**config.mk**
```make
export PLATFORM = sky130hd
export DESIGN_NAME = cfirq_ctrl
export DESIGN_NICKNAME = d
export VERILOG_FILES = /design/src/rtl/cfirq_pkg.sv /design/src/rtl/cfirq_sticky.sv /design/src/rtl/cfirq_local.sv /design/src/rtl/cfirq_global.sv /design/src/rtl/cfirq_ctrl.sv
export SDC_FILE = /design/constraint.sdc
export NUM_CORES = 1
export LEC_CHECK = 0
export CORE_UTILIZATION = 25
export CTS_BUF_LIST = sky130_fd_sc_hd__clkbuf_8
export CTS_CLUSTER_SIZE = 30
export DETAILED_ROUTE_END_ITERATION = 12
export HOLD_SLACK_MARGIN = 0.06
export PLACE_DENSITY = 0.65
export SLEW_MARGIN = 15
export SYNTH_ARGS = -nofsm -noshare
export SYNTH_HDL_FRONTEND = slang
export SYNTH_SLANG_ARGS = --single-unit
```
**constraint.sdc**
```tcl
create_clock -name clk -period 2.4 [get_ports clk]
set_input_delay 0.48 -clock clk [delete_from_list [all_inputs] [get_ports clk]]
set_output_delay 0.48 -clock clk [all_outputs]
set_load 0.005 [all_outputs]
```
**src/rtl/cfirq_pkg.sv**
```systemverilog
package cfirq_pkg;
  localparam int ADDR_W = 12;
  localparam int DATA_W = 32;
  localparam int LOC_W  = 12;
  localparam int GLB_W  = 2;

  localparam logic [LOC_W-1:0] LOC_IMPL = 12'hF0F;
  localparam logic [GLB_W-1:0] GLB_IMPL = 2'b11;

  localparam logic [ADDR_W-1:0] OFS_LPEND = 12'h004;
  localparam logic [ADDR_W-1:0] OFS_LMASK = 12'h008;
  localparam logic [ADDR_W-1:0] OFS_GPEND = 12'h800;
  localparam logic [ADDR_W-1:0] OFS_GREC  = 12'h804;
  localparam logic [ADDR_W-1:0] OFS_GDRV  = 12'h808;

  localparam int GIDX_SELF = 0;
  localparam int GIDX_PEER = 1;

  typedef struct packed {
    logic lpend;
    logic lmask;
    logic gpend;
    logic grec;
    logic gdrv;
  } wsel_t;
endpackage

```
**src/rtl/cfirq_sticky.sv**
```systemverilog
module cfirq_sticky #(
  parameter int           W    = 4,
  parameter logic [W-1:0] IMPL = '1
) (
  input  logic         clk,
  input  logic         rst_n,
  input  logic [W-1:0] set_i,
  input  logic [W-1:0] clr_i,
  output logic [W-1:0] q_o
);
  logic [W-1:0] q_r, q_nxt;
  logic         upd;

  always_comb begin
    upd   = |((set_i | clr_i) & IMPL);
    q_nxt = ((q_r & ~clr_i) | set_i) & IMPL;
  end

  always_ff @(posedge clk or negedge rst_n) begin
    if (!rst_n)   q_r <= '0;
    else if (upd) q_r <= q_nxt;
  end

  assign q_o = q_r;

  for (genvar i = 0; i < W; i++) begin : g_chk
    if (IMPL[i]) begin : g_impl
      assert_set_wins_R4: assert property (@(posedge clk) disable iff (!rst_n)
        set_i[i] |=> q_r[i]);
      assert_clear_R3: assert property (@(posedge clk) disable iff (!rst_n)
        (clr_i[i] && !set_i[i]) |=> !q_r[i]);
      assert_hold_R3: assert property (@(posedge clk) disable iff (!rst_n)
        (q_r[i] && !clr_i[i]) |=> q_r[i]);
      assert_rise_cause_R2: assert property (@(posedge clk) disable iff (!rst_n)
        $rose(q_r[i]) |-> $past(set_i[i]));
    end
  end
endmodule

```
**src/rtl/cfirq_local.sv**
```systemverilog
module cfirq_local #(
  parameter int           W    = 12,
  parameter logic [W-1:0] IMPL = '1
) (
  input  logic         clk,
  input  logic         rst_n,
  input  logic [W-1:0] evt_i,
  input  logic         pend_wr_i,
  input  logic         mask_wr_i,
  input  logic [W-1:0] wdata_i,
  output logic [W-1:0] pend_o,
  output logic [W-1:0] mask_o,
  output logic         any_o
);
  logic [W-1:0] mask_r, mask_nxt, clr;

  always_comb begin
    mask_nxt = wdata_i & IMPL;
    clr      = pend_wr_i ? wdata_i : '0;
  end

  always_ff @(posedge clk or negedge rst_n) begin
    if (!rst_n)         mask_r <= '0;
    else if (mask_wr_i) mask_r <= mask_nxt;
  end

  cfirq_sticky #(.W(W), .IMPL(IMPL)) u_pend (
    .clk   (clk),
    .rst_n (rst_n),
    .set_i (evt_i),
    .clr_i (clr),
    .q_o   (pend_o)
  );

  assign mask_o = mask_r;
  assign any_o  = |(pend_o & mask_r);

  assert_mask_keeps_R5: assert property (@(posedge clk) disable iff (!rst_n)
    !mask_wr_i |=> $stable(mask_r));
endmodule

```
**src/rtl/cfirq_global.sv**
```systemverilog
module cfirq_global #(
  parameter int           W    = 2,
  parameter logic [W-1:0] IMPL = '1
) (
  input  logic         clk,
  input  logic         rst_n,
  input  logic [W-1:0] src_i,
  input  logic         pend_wr_i,
  input  logic         rec_wr_i,
  input  logic         drv_wr_i,
  input  logic [W-1:0] wdata_i,
  output logic [W-1:0] pend_o,
  output logic [W-1:0] rec_o,
  output logic [W-1:0] drv_o,
  output logic         irq_o
);
  logic [W-1:0] rec_r, drv_r, rec_nxt, drv_nxt, set, clr;

  always_comb begin
    rec_nxt = wdata_i & IMPL;
    drv_nxt = wdata_i & IMPL;
    set     = src_i & rec_r;
    clr     = pend_wr_i ? wdata_i : '0;
  end

  always_ff @(posedge clk or negedge rst_n) begin
    if (!rst_n)        rec_r <= '0;
    else if (rec_wr_i) rec_r <= rec_nxt;
  end

  always_ff @(posedge clk or negedge rst_n) begin
    if (!rst_n)        drv_r <= '0;
    else if (drv_wr_i) drv_r <= drv_nxt;
  end

  cfirq_sticky #(.W(W), .IMPL(IMPL)) u_pend (
    .clk   (clk),
    .rst_n (rst_n),
    .set_i (set),
    .clr_i (clr),
    .q_o   (pend_o)
  );

  assign rec_o = rec_r;
  assign drv_o = drv_r;
  assign irq_o = |(pend_o & drv_r);

  for (genvar i = 0; i < W; i++) begin : g_chk
    assert_gated_record_R6: assert property (@(posedge clk) disable iff (!rst_n)
      (!rec_r[i] && !pend_o[i]) |=> !pend_o[i]);
  end
endmodule

```
**src/rtl/cfirq_ctrl.sv**
```systemverilog
module cfirq_ctrl #(
  parameter int ADDR_W = cfirq_pkg::ADDR_W,
  parameter int DATA_W = cfirq_pkg::DATA_W,
  parameter int LOC_W  = cfirq_pkg::LOC_W
) (
  input  logic              clk,
  input  logic              rst_n,
  input  logic              bus_wr_i,
  input  logic [ADDR_W-1:0] bus_addr_i,
  input  logic [DATA_W-1:0] bus_wdata_i,
  output logic [DATA_W-1:0] bus_rdata_o,
  input  logic [LOC_W-1:0]  card_evt_i,
  input  logic              peer_evt_i,
  output logic              irq_o
);
  import cfirq_pkg::*;

  localparam int GW = GLB_W;

  logic [1:0]       rst_sync_q;
  logic             rst_n_s;
  cfirq_pkg::wsel_t wsel;
  logic [LOC_W-1:0] l_pend, l_mask;
  logic             l_any;
  logic [GW-1:0]    g_pend, g_rec, g_drv, g_src;

  always_ff @(posedge clk or negedge rst_n) begin
    if (!rst_n) rst_sync_q <= 2'b00;
    else        rst_sync_q <= {rst_sync_q[0], 1'b1};
  end
  assign rst_n_s = rst_sync_q[1];

  always_comb begin
    wsel       = '0;
    wsel.lpend = bus_wr_i && (bus_addr_i == OFS_LPEND);
    wsel.lmask = bus_wr_i && (bus_addr_i == OFS_LMASK);
    wsel.gpend = bus_wr_i && (bus_addr_i == OFS_GPEND);
    wsel.grec  = bus_wr_i && (bus_addr_i == OFS_GREC);
    wsel.gdrv  = bus_wr_i && (bus_addr_i == OFS_GDRV);
  end

  cfirq_local #(.W(LOC_W), .IMPL(LOC_IMPL)) u_local (
    .clk       (clk),
    .rst_n     (rst_n_s),
    .evt_i     (card_evt_i),
    .pend_wr_i (wsel.lpend),
    .mask_wr_i (wsel.lmask),
    .wdata_i   (bus_wdata_i[LOC_W-1:0]),
    .pend_o    (l_pend),
    .mask_o    (l_mask),
    .any_o     (l_any)
  );

  always_comb begin
    g_src            = '0;
    g_src[GIDX_SELF] = l_any;
    g_src[GIDX_PEER] = peer_evt_i;
  end

  cfirq_global #(.W(GW), .IMPL(GLB_IMPL)) u_global (
    .clk       (clk),
    .rst_n     (rst_n_s),
    .src_i     (g_src),
    .pend_wr_i (wsel.gpend),
    .rec_wr_i  (wsel.grec),
    .drv_wr_i  (wsel.gdrv),
    .wdata_i   (bus_wdata_i[GW-1:0]),
    .pend_o    (g_pend),
    .rec_o     (g_rec),
    .drv_o     (g_drv),
    .irq_o     (irq_o)
  );

  always_comb begin
    bus_rdata_o = '0;
    case (bus_addr_i)
      OFS_LPEND: bus_rdata_o[LOC_W-1:0] = l_pend;
      OFS_LMASK: bus_rdata_o[LOC_W-1:0] = l_mask;
      OFS_GPEND: bus_rdata_o[GW-1:0]    = g_pend;
      OFS_GREC:  bus_rdata_o[GW-1:0]    = g_rec;
      OFS_GDRV:  bus_rdata_o[GW-1:0]    = g_drv;
      default:   bus_rdata_o = '0;
    endcase
  end

  assert_irq_from_status_R9: assert property (@(posedge clk) disable iff (!rst_n_s)
    irq_o |-> (g_pend != '0));
  assert_local_feeds_global_R6: assert property (@(posedge clk) disable iff (!rst_n_s)
    $rose(g_pend[GIDX_SELF]) |-> $past(l_any));
  assert_peer_feeds_global_R7: assert property (@(posedge clk) disable iff (!rst_n_s)
    $rose(g_pend[GIDX_PEER]) |-> $past(peer_evt_i));
endmodule

```
Yosys cells after proc, flatten, opt, wreduce, memory -nomap -nowiden
Cells that the tools add are included.
- register bits after elaboration: 24
- input port bits: 60
- word-level logic and storage cells: 35
- equal/unequal tests: 5
- multiplexer cells: 4
- bitwise logic cells: 11
- reduce and logical (&&, ||, !) cells: 9
- operator list (kind ; number):
    == test 12 bit, second input constant ; 3
    bitwise AND 12 bit ; 2
    OR 12 bit ; 2
    one-hot mux 10 bit (2 select lines) ; 1
    == test 12 x 3 -> 1 bit, second input constant ; 1
    == test 12 x 4 -> 1 bit, second input constant ; 1
    2-to-1 mux 12 bit ; 1
    inverter 12 bit ; 1
    OR reduction 12 bit ; 1
    one-hot mux 2 bit (5 select lines) ; 1
    OR reduction 8 bit ; 1
    bitwise AND 2 bit ; 3
    logical AND 1 bit ; 5
    OR 2 bit ; 2
    OR reduction 2 bit ; 2
    2-to-1 mux 2 bit ; 1
    inverter 2 bit ; 1

Depth between registers and ports, before layout
Gate-level depths: netlist of run 1.
- depth after elaboration: 6
- depth in mapped cells: 6
- mapped depth without buffers: 4

Hierarchy
A second synthesis of run 1 with hierarchy kept.
- cell total of the unflattened synthesis: 163
- area total of the unflattened synthesis: 1629.1 um2
- by module, submodules not included (module ; times used ; cells each ; area each (um2) ; seq. area each (um2)):
    cfirq_ctrl ; 1 ; 75 ; 571.8 ; 50.0
    cfirq_local ; 1 ; 40 ; 481.7 ; 200.2
    cfirq_sticky at u_local.u_pend ; 1 ; 29 ; 324.1 ; 200.2
    cfirq_global ; 1 ; 13 ; 178.9 ; 100.1
    cfirq_sticky at u_global.u_pend ; 1 ; 6 ; 72.6 ; 50.0

Worst setup path before layout of run 1
No wires, ideal clock.
- path type: in2out
- start point: input bus_addr_i[7]
- end point: output bus_rdata_o[10]
- arrival time: 1811 ps
- setup slack: 109 ps
- stages: 5
- path buffers: 2
- cells stage by stage: or4_1 -> buf_2 -> or4_1 -> clkbuf_1 -> nor2_1
- cells in the longest elaborated chain, start to end: 2
- elaborated cells between the ends (all ways): 3
- those cells by class: eq/ne (2); mux (1)
- ends and longest elaborated chain (element ; line ; source):
    from (decl) ; cfirq_ctrl.sv:9 ; input logic [ADDR_W-1:0] bus_addr_i,
    == test 12 x 4 -> 1 bit / == test 12 x 3 -> 1 bit (equally long branches) ; cfirq_ctrl.sv:76 ; case (bus_addr_i)
    one-hot mux 10 bit (2 select lines) (*) ; cfirq_ctrl.sv:76 ;
    to (decl) ; cfirq_ctrl.sv:11 ; output logic [DATA_W-1:0] bus_rdata_o,
Every way passes the cells marked *; elsewhere a longest branch is shown, timed or not.

Worst setup path in the final report of run 1
- start point: input bus_addr_i[4]
- end point: output bus_rdata_o[11]
The elaborated chain is that of the path after synthesis.

==> results.toml, run 1 <==
[run_status]
status = "finished with violations"
violations = "setup timing"

[critical_path]
critPathLaunchType = "primary input"
critPathCaptureType = "output port"
crit_fanout = 3
critPathArrivalTime_ns = 1.94
crit_type = "primary input to output port"
required_ns = 1.92

[sta]
fin_hold_ws_ns = 0.354
relSlewSlack = 0.388
finalCritPeriodShare = 1.01
clock_skew_ns = 0.0131
finalSetupViolCount = 2
min_period_ns = 2.42
rsz0062_at_grt = "true"
worst_slack_ns = -0.0161
fmaxAchievable_ghz = 0.414
tightestPinTransition_ns = 0.917
hold_viol = 0
fin_setup_tns_ns = -0.0216
maxSlewViolCount = 0

[hold_path]
hp-class = "primary input to asynchronous set/reset pin"

[floorplan]
io_pins = 93
die_area_mm2 = 0.00617
die_w_um = 78.6
die_h_um = 78.6
start_util = 0.263
coreArea_mm2 = 0.00557
rows = 27

[power_and_ir_drop]
power.total_mw = 0.891
vdd.ir_drop.worst_mv = 0.259
p_leak_nw = 0.952
cellPowerDensity_mw_per_mm2 = 425

[global_route]
grt_usage = 0.114
grt_max_degree = 23
grt_overflow = 0
grt_first_pass_wirelength_mm = 5.47
antenna_found_initial = 0
grt_pass1_vias = 1138

[clock_tree]
cts_hold_buf = 0
cts_buffers = 3
tritoncts = "yes"
cts_buffer_depth = 2
clk_latency_ns = 0.27
path_clk_slew_ns = 0.10
htree_num_levels = 1
clock-root-buffer = "clkbuf_8"
clock-sinks = 24

[place]
hpwlAfterDp_mm = 2.61
dpl.cell_count = 258
dpl_worst_slack_ns = -0.817
gp_congestion = 0.835
port_buffers = 40
dpl_cell_area_mm2 = 0.00195

[layout]
n_fill_cell = 565
final_util = 0.376
final_area_mm2 = 0.00210
layout-drive-gt1-share = 0.347
seqCellArea_um2 = 601
diodes = 0
final_cells = 265
area_delta_synth_final_pct = 43.2
nNetsFinal = 254
multiInputGateArea_um2 = 813

[detailed_routing]
drcViolationCount = 0
drt-total-wl_mm = 3.43
drt_iter0_markers = 33
wire_per_inst_um = 12.9
vias = 1149
via_per_inst = 4.34
final_antenna_net_count = 0
drt-pass1-iter-count = 4

[synthesis]
netlist_area_mm2 = 0.00147
syn_avg_cell_area_um2 = 10.5
async_flop_share = 1.00
ys.flop_type = "dfrtp_1"
syn_inst = 139
synth.largest_area_cell = "dfrtp_1"
ys_ff_latch = 24
yosysSeqAreaShare = 0.410
ys_types = 34
synth_edf_count = 0
yosysTopAreaCellShare = 0.410
yosysWarnings = 0
synth_area_leaders = "dfrtp_1, buf_4, mux2_4"
ys_top_cells_by_count = "buf_4, dfrtp_1, a22oi_1"

[job]
drv_cap = 0
-- critical path, stage by stage --
cell and delay [ns]:
buf_6 0.09, or4_4 0.53, or4_4 0.46, buf_6 0.16, nor2_4 0.10, buf_2 0.11
-- state kept, by name (all words and copies together) (netlist names) --
register,cells
u_local.u_pend.q_o,8
u_local.mask_o,8
u_global.rec_o,2
u_global.u_pend.q_o,2
rst_sync_q,2
u_global.drv_o,2
-- layout by cell type, fill, tap and decap left out, types with 2 or more instances in the layout --
master,count
mux2i_1,2
clkbuf_2,2
buf_4,14
nor2_4,5
a32oi_1,2
clkdlybuf4s50_1,23
or4_4,3
conb_1,25
buf_2,10
nor2b_1,3
a22oi_1,10
inv_1,2
a21oi_1,2
clkbuf_8,3
a21o_1,8
nand3_1,9
clkdlybuf4s15_1,2
buf_6,7
a22o_1,2
dfrtp_1,24
mux2_2,6
nor4_4,3
mux2_4,8
-- kinds of logic after synthesis --
| family | count (synthesis) | synth area share |
|---|---|---|
| muxes | 16 | 0.142 |
| and+or+nand+nor | 35 | 0.149 |
| buffers and inverters | 35 | 0.158 |
| AOI/OAI and AO/OA | 27 | 0.136 |
| other | 2 | 0.00513 |
| DFF | 24 | 0.410 |
-- layout make-up --
| cell class | count | share of cell area |
|---|---|---|
| clock inverters | 1 | 0.0143 |
| repair buffers | 60 | 0.246 |
| well taps | 72 | 0.0429 |
| clock buffers | 3 | 0.0197 |
| flip-flops and latches | 24 | 0.286 |
| multi-input cells | 103 | 0.388 |
| inverters | 2 | 0.00358 |
-- final timing paths --
check | from | end | slack (ns) | cells after the start
max in group asynchronous | rst_sync_q[1] | u_global.rec_o[0] | 1.44 | 0
min in group clk | rst_sync_q[0] | rst_sync_q[1] | 0.36 | 0
worst min register to register | rst_sync_q[0] | rst_sync_q[1] | 0.36 | 0
worst max-delay path | bus_addr_i[4] | bus_rdata_o[11] | -0.02 | 6
worst min-delay path | rst_n | rst_sync_q[0] | 0.35 | 1
worst max register to register | u_local.u_pend.q_o[2] | u_global.u_pend.q_o[0] | 1.29 | 3
-- routing by layer --
layer,global-route usage,wire length (µm),vias up,part of all wire
met5,0,0,-,0
met4,0.0278,14,0,0.0041
met3,0.0151,185,2,0.054
met2,0.188,1590,44,0.46
met1,0.155,1640,545,0.48
li1,-,-,558,-
-- timing repair --
action | in CTS | in global routing
endpoints found under the setup margin | 8 | 8
resized for setup | 68 | 15
pin swaps | 12 | 7
setup buffers | 3 | 0
-- where the power goes --
| part | switching (mW) | internal, mW | total, mW |
|---|---|---|---|
| clock network | 0.133 | 0.223 | 0.356 |
| logic | 0.0518 | 0.0675 | 0.119 |
| registers | 0.00904 | 0.407 | 0.416 |
(Power assumes the default switching activity.)
==> run 2, diff against run 1 <==
--- a/config.mk
+++ b/config.mk
@@ -5,12 +5,13 @@
 export SDC_FILE = /design/constraint.sdc
 export NUM_CORES = 1
 export LEC_CHECK = 0
+export ABC_AREA = 1
 export CORE_UTILIZATION = 25
 export CTS_BUF_LIST = sky130_fd_sc_hd__clkbuf_8
 export CTS_CLUSTER_SIZE = 30
 export DETAILED_ROUTE_END_ITERATION = 12
 export HOLD_SLACK_MARGIN = 0.06
-export PLACE_DENSITY = 0.65
+export PLACE_DENSITY = 0.64
 export SLEW_MARGIN = 15
 export SYNTH_ARGS = -nofsm -noshare
 export SYNTH_HDL_FRONTEND = slang
==> constraint.sdc (replaced) <==
create_clock -name clk -period 2.4 [get_ports clk]
set_input_delay 0.48 -clock clk [delete_from_list [all_inputs] [get_ports clk]]
set_output_delay 0.48 -clock clk [all_outputs]
set_load 0.05 [all_outputs]
==> results.toml, run 2 <==
[global_route]
grt_first_pass_wirelength_mm = 5.62
grt_pass1_vias = 1301
grt_overflow = 0
grt_max_degree = 23
antenna_found_initial = 0
grt_usage = 0.113

[sta]
maxSlewViolCount = 0
finalSetupViolCount = 0
relSlewSlack = 0.397
clock_skew_ns = 0.000904
min_period_ns = 2.34
hold_viol = 0
finalCritPeriodShare = 0.974
worst_slack_ns = 0.0616
fmaxAchievable_ghz = 0.428
fin_hold_ws_ns = 0.354
tightestPinTransition_ns = 0.904
fin_setup_tns_ns = 0

[detailed_routing]
vias = 1387
via_per_inst = 4.13
drt_iter0_markers = 59
drcViolationCount = 0
final_antenna_net_count = 0
wire_per_inst_um = 10.1
drt-pass1-iter-count = 4
drt-total-wl_mm = 3.40

[synthesis]
yosysWarnings = 0
yosysSeqAreaShare = 0.395
yosys.area_share.adder = 0
netlist_area_mm2 = 0.00152
synth-simple-area-share = 0.321
async_flop_share = 1.00
synth.largest_area_cell = "dfrtp_1"
ys_types = 21
synth_mux_area_frac = 0
synth_top_family_by_area = "simple AND/OR/NAND/NOR gates"
synth_most_common_cell = "nand2_1"
synth-compound-area-share = 0.0732
synth_edf_count = 0
ys_top_cells_by_count = "nand2_1, inv_1, buf_4"
ys_ff_latch = 24
syn_avg_cell_area_um2 = 7.31
synth-xor-area-share = 0
synth_area_leaders = "dfrtp_1, nand2_1, buf_4"
syn_inst = 208
ys.flop_type = "dfrtp_1"
yosysTopAreaCellShare = 0.395

[job]
drv_cap = 0

[floorplan]
start_util = 0.259
die_area_mm2 = 0.00640
die_h_um = 80.0
die_w_um = 80.0
coreArea_mm2 = 0.00589
rows = 28
io_pins = 93

[clock_tree]
htree_num_levels = 1
path_clk_slew_ns = 0.08
clock-sinks = 24
cts_hold_buf = 0
clock-root-buffer = "clkbuf_8"
clk_latency_ns = 0.26
tritoncts = "yes"
cts_buffer_depth = 2
cts_buffers = 3

[critical_path]
critPathLaunchType = "primary input"
slowest_delay_ns = 0.42
crit_fanout = 6
crit_slowest_cell = "clkdlybuf4s50_1"
path_buf_inv = 2
required_ns = 1.92
path_delay_family = "simple AND/OR/NAND/NOR gates"
crit_type = "primary input to output port"
critPathCaptureType = "output port"
worstPathCellList = "clkdlybuf4s50_1, or2_4, nor2_4, and2_4, nand2_1, o21ai_2, buf_12"
critPathArrivalTime_ns = 1.86

[layout]
layout_commonest_cell = "nand2_1"
layout-drive-gt1-share = 0.215
diodes = 0
final_area_mm2 = 0.00222
nNetsFinal = 322
area_delta_synth_final_pct = 45.9
final_util = 0.377
final_cells = 336
layout_common_cells = "nand2_1, clkdlybuf4s50_1, inv_1"

[place]
dpl_cell_area_mm2 = 0.00206
dpl_worst_slack_ns = -0.141
hpwlAfterDp_mm = 2.57
port_buffers = 40
dpl.cell_count = 329
gp_congestion = 0.798

[power_and_ir_drop]
cellPowerDensity_mw_per_mm2 = 390
power.total_mw = 0.867
vdd.ir_drop.worst_mv = 0.271
p_leak_nw = 1.12

[hold_path]
hp-class = "flip-flop to flip-flop"

[run_status]
status = "finished, final reports clean"
run 2: changes by cell type after synthesis, moves of 6 or more:
| cell | change |
|---|---|
| nor2_1 | +6 |
| mux2_4 | -8 |
| mux2_2 | -6 |
| o21ai_0 | +15 |
| clkbuf_1 | -6 |
| a21o_1 | -8 |
| nand4_1 | +9 |
| inv_1 | +24 |
| a22oi_1 | -10 |
| nand2_1 | +64 |
run 2: timing repair:
action                                  in CTS  in global routing
gates resized for setup                     12                 21
buffers inserted                             1                  2
endpoints found under the setup margin       8                  8
hold endpoints to repair                     0                  0
pin swaps                                    0                  6
run 2: area by class of cell:
class	instances	area, µm²
multi-input cells	151	761
inverters	27	101
well taps	75	93.8
clock buffers	4	55.1
repair buffers	55	608
flip-flops and latches	24	601
fillers	600	3670
run 2: layer usage:
| metal | track usage | share of wire | vias to the layer above |
|---|---|---|---|
| met3 | 0.0160 | 0.061 | 4 |
| met5 | 0 | 0 | - |
| met2 | 0.188 | 0.47 | 51 |
| met1 | 0.144 | 0.45 | 631 |
| met4 | 0.0500 | 0.013 | 0 |
| li1 | - | - | 701 |
run 2: worst paths after layout:
| path | startpoint | slack [ns] | endpoint | cells after the start |
|---|---|---|---|---|
| worst max-delay path | bus_addr_i[10] | 0.06 | bus_rdata_o[10] | 7 |
| worst min-delay path | rst_sync_q[0] | 0.35 | rst_sync_q[1] | 0 |
| worst max register to register | rst_sync_q[1] | 1.47 | u_local.mask_o[11] | 0 |
| worst min register to register | rst_sync_q[0] | 0.35 | rst_sync_q[1] | 0 |
| max in group asynchronous | rst_sync_q[1] | 1.47 | u_local.mask_o[11] | 0 |
| min in group asynchronous | rst_n | 0.36 | rst_sync_q[0] | 1 |
run 2: where the power goes:
group / switching (mW) / total, mW / internal [mW]
Combinational: 0.119 / 0.180 / 0.0603
Sequential: 0.00887 / 0.417 / 0.408
Clock: 0.124 / 0.270 / 0.146
Total: 0.252 / 0.867 / 0.614
run 2: cell families (layout without fill, tap and decap cells):
logic type | after synthesis | after routing
other cells | 2 | 25
simple gates | 106 | 106
compound gates | 20 | 20
buf+inv | 56 | 86
flops | 24 | 24
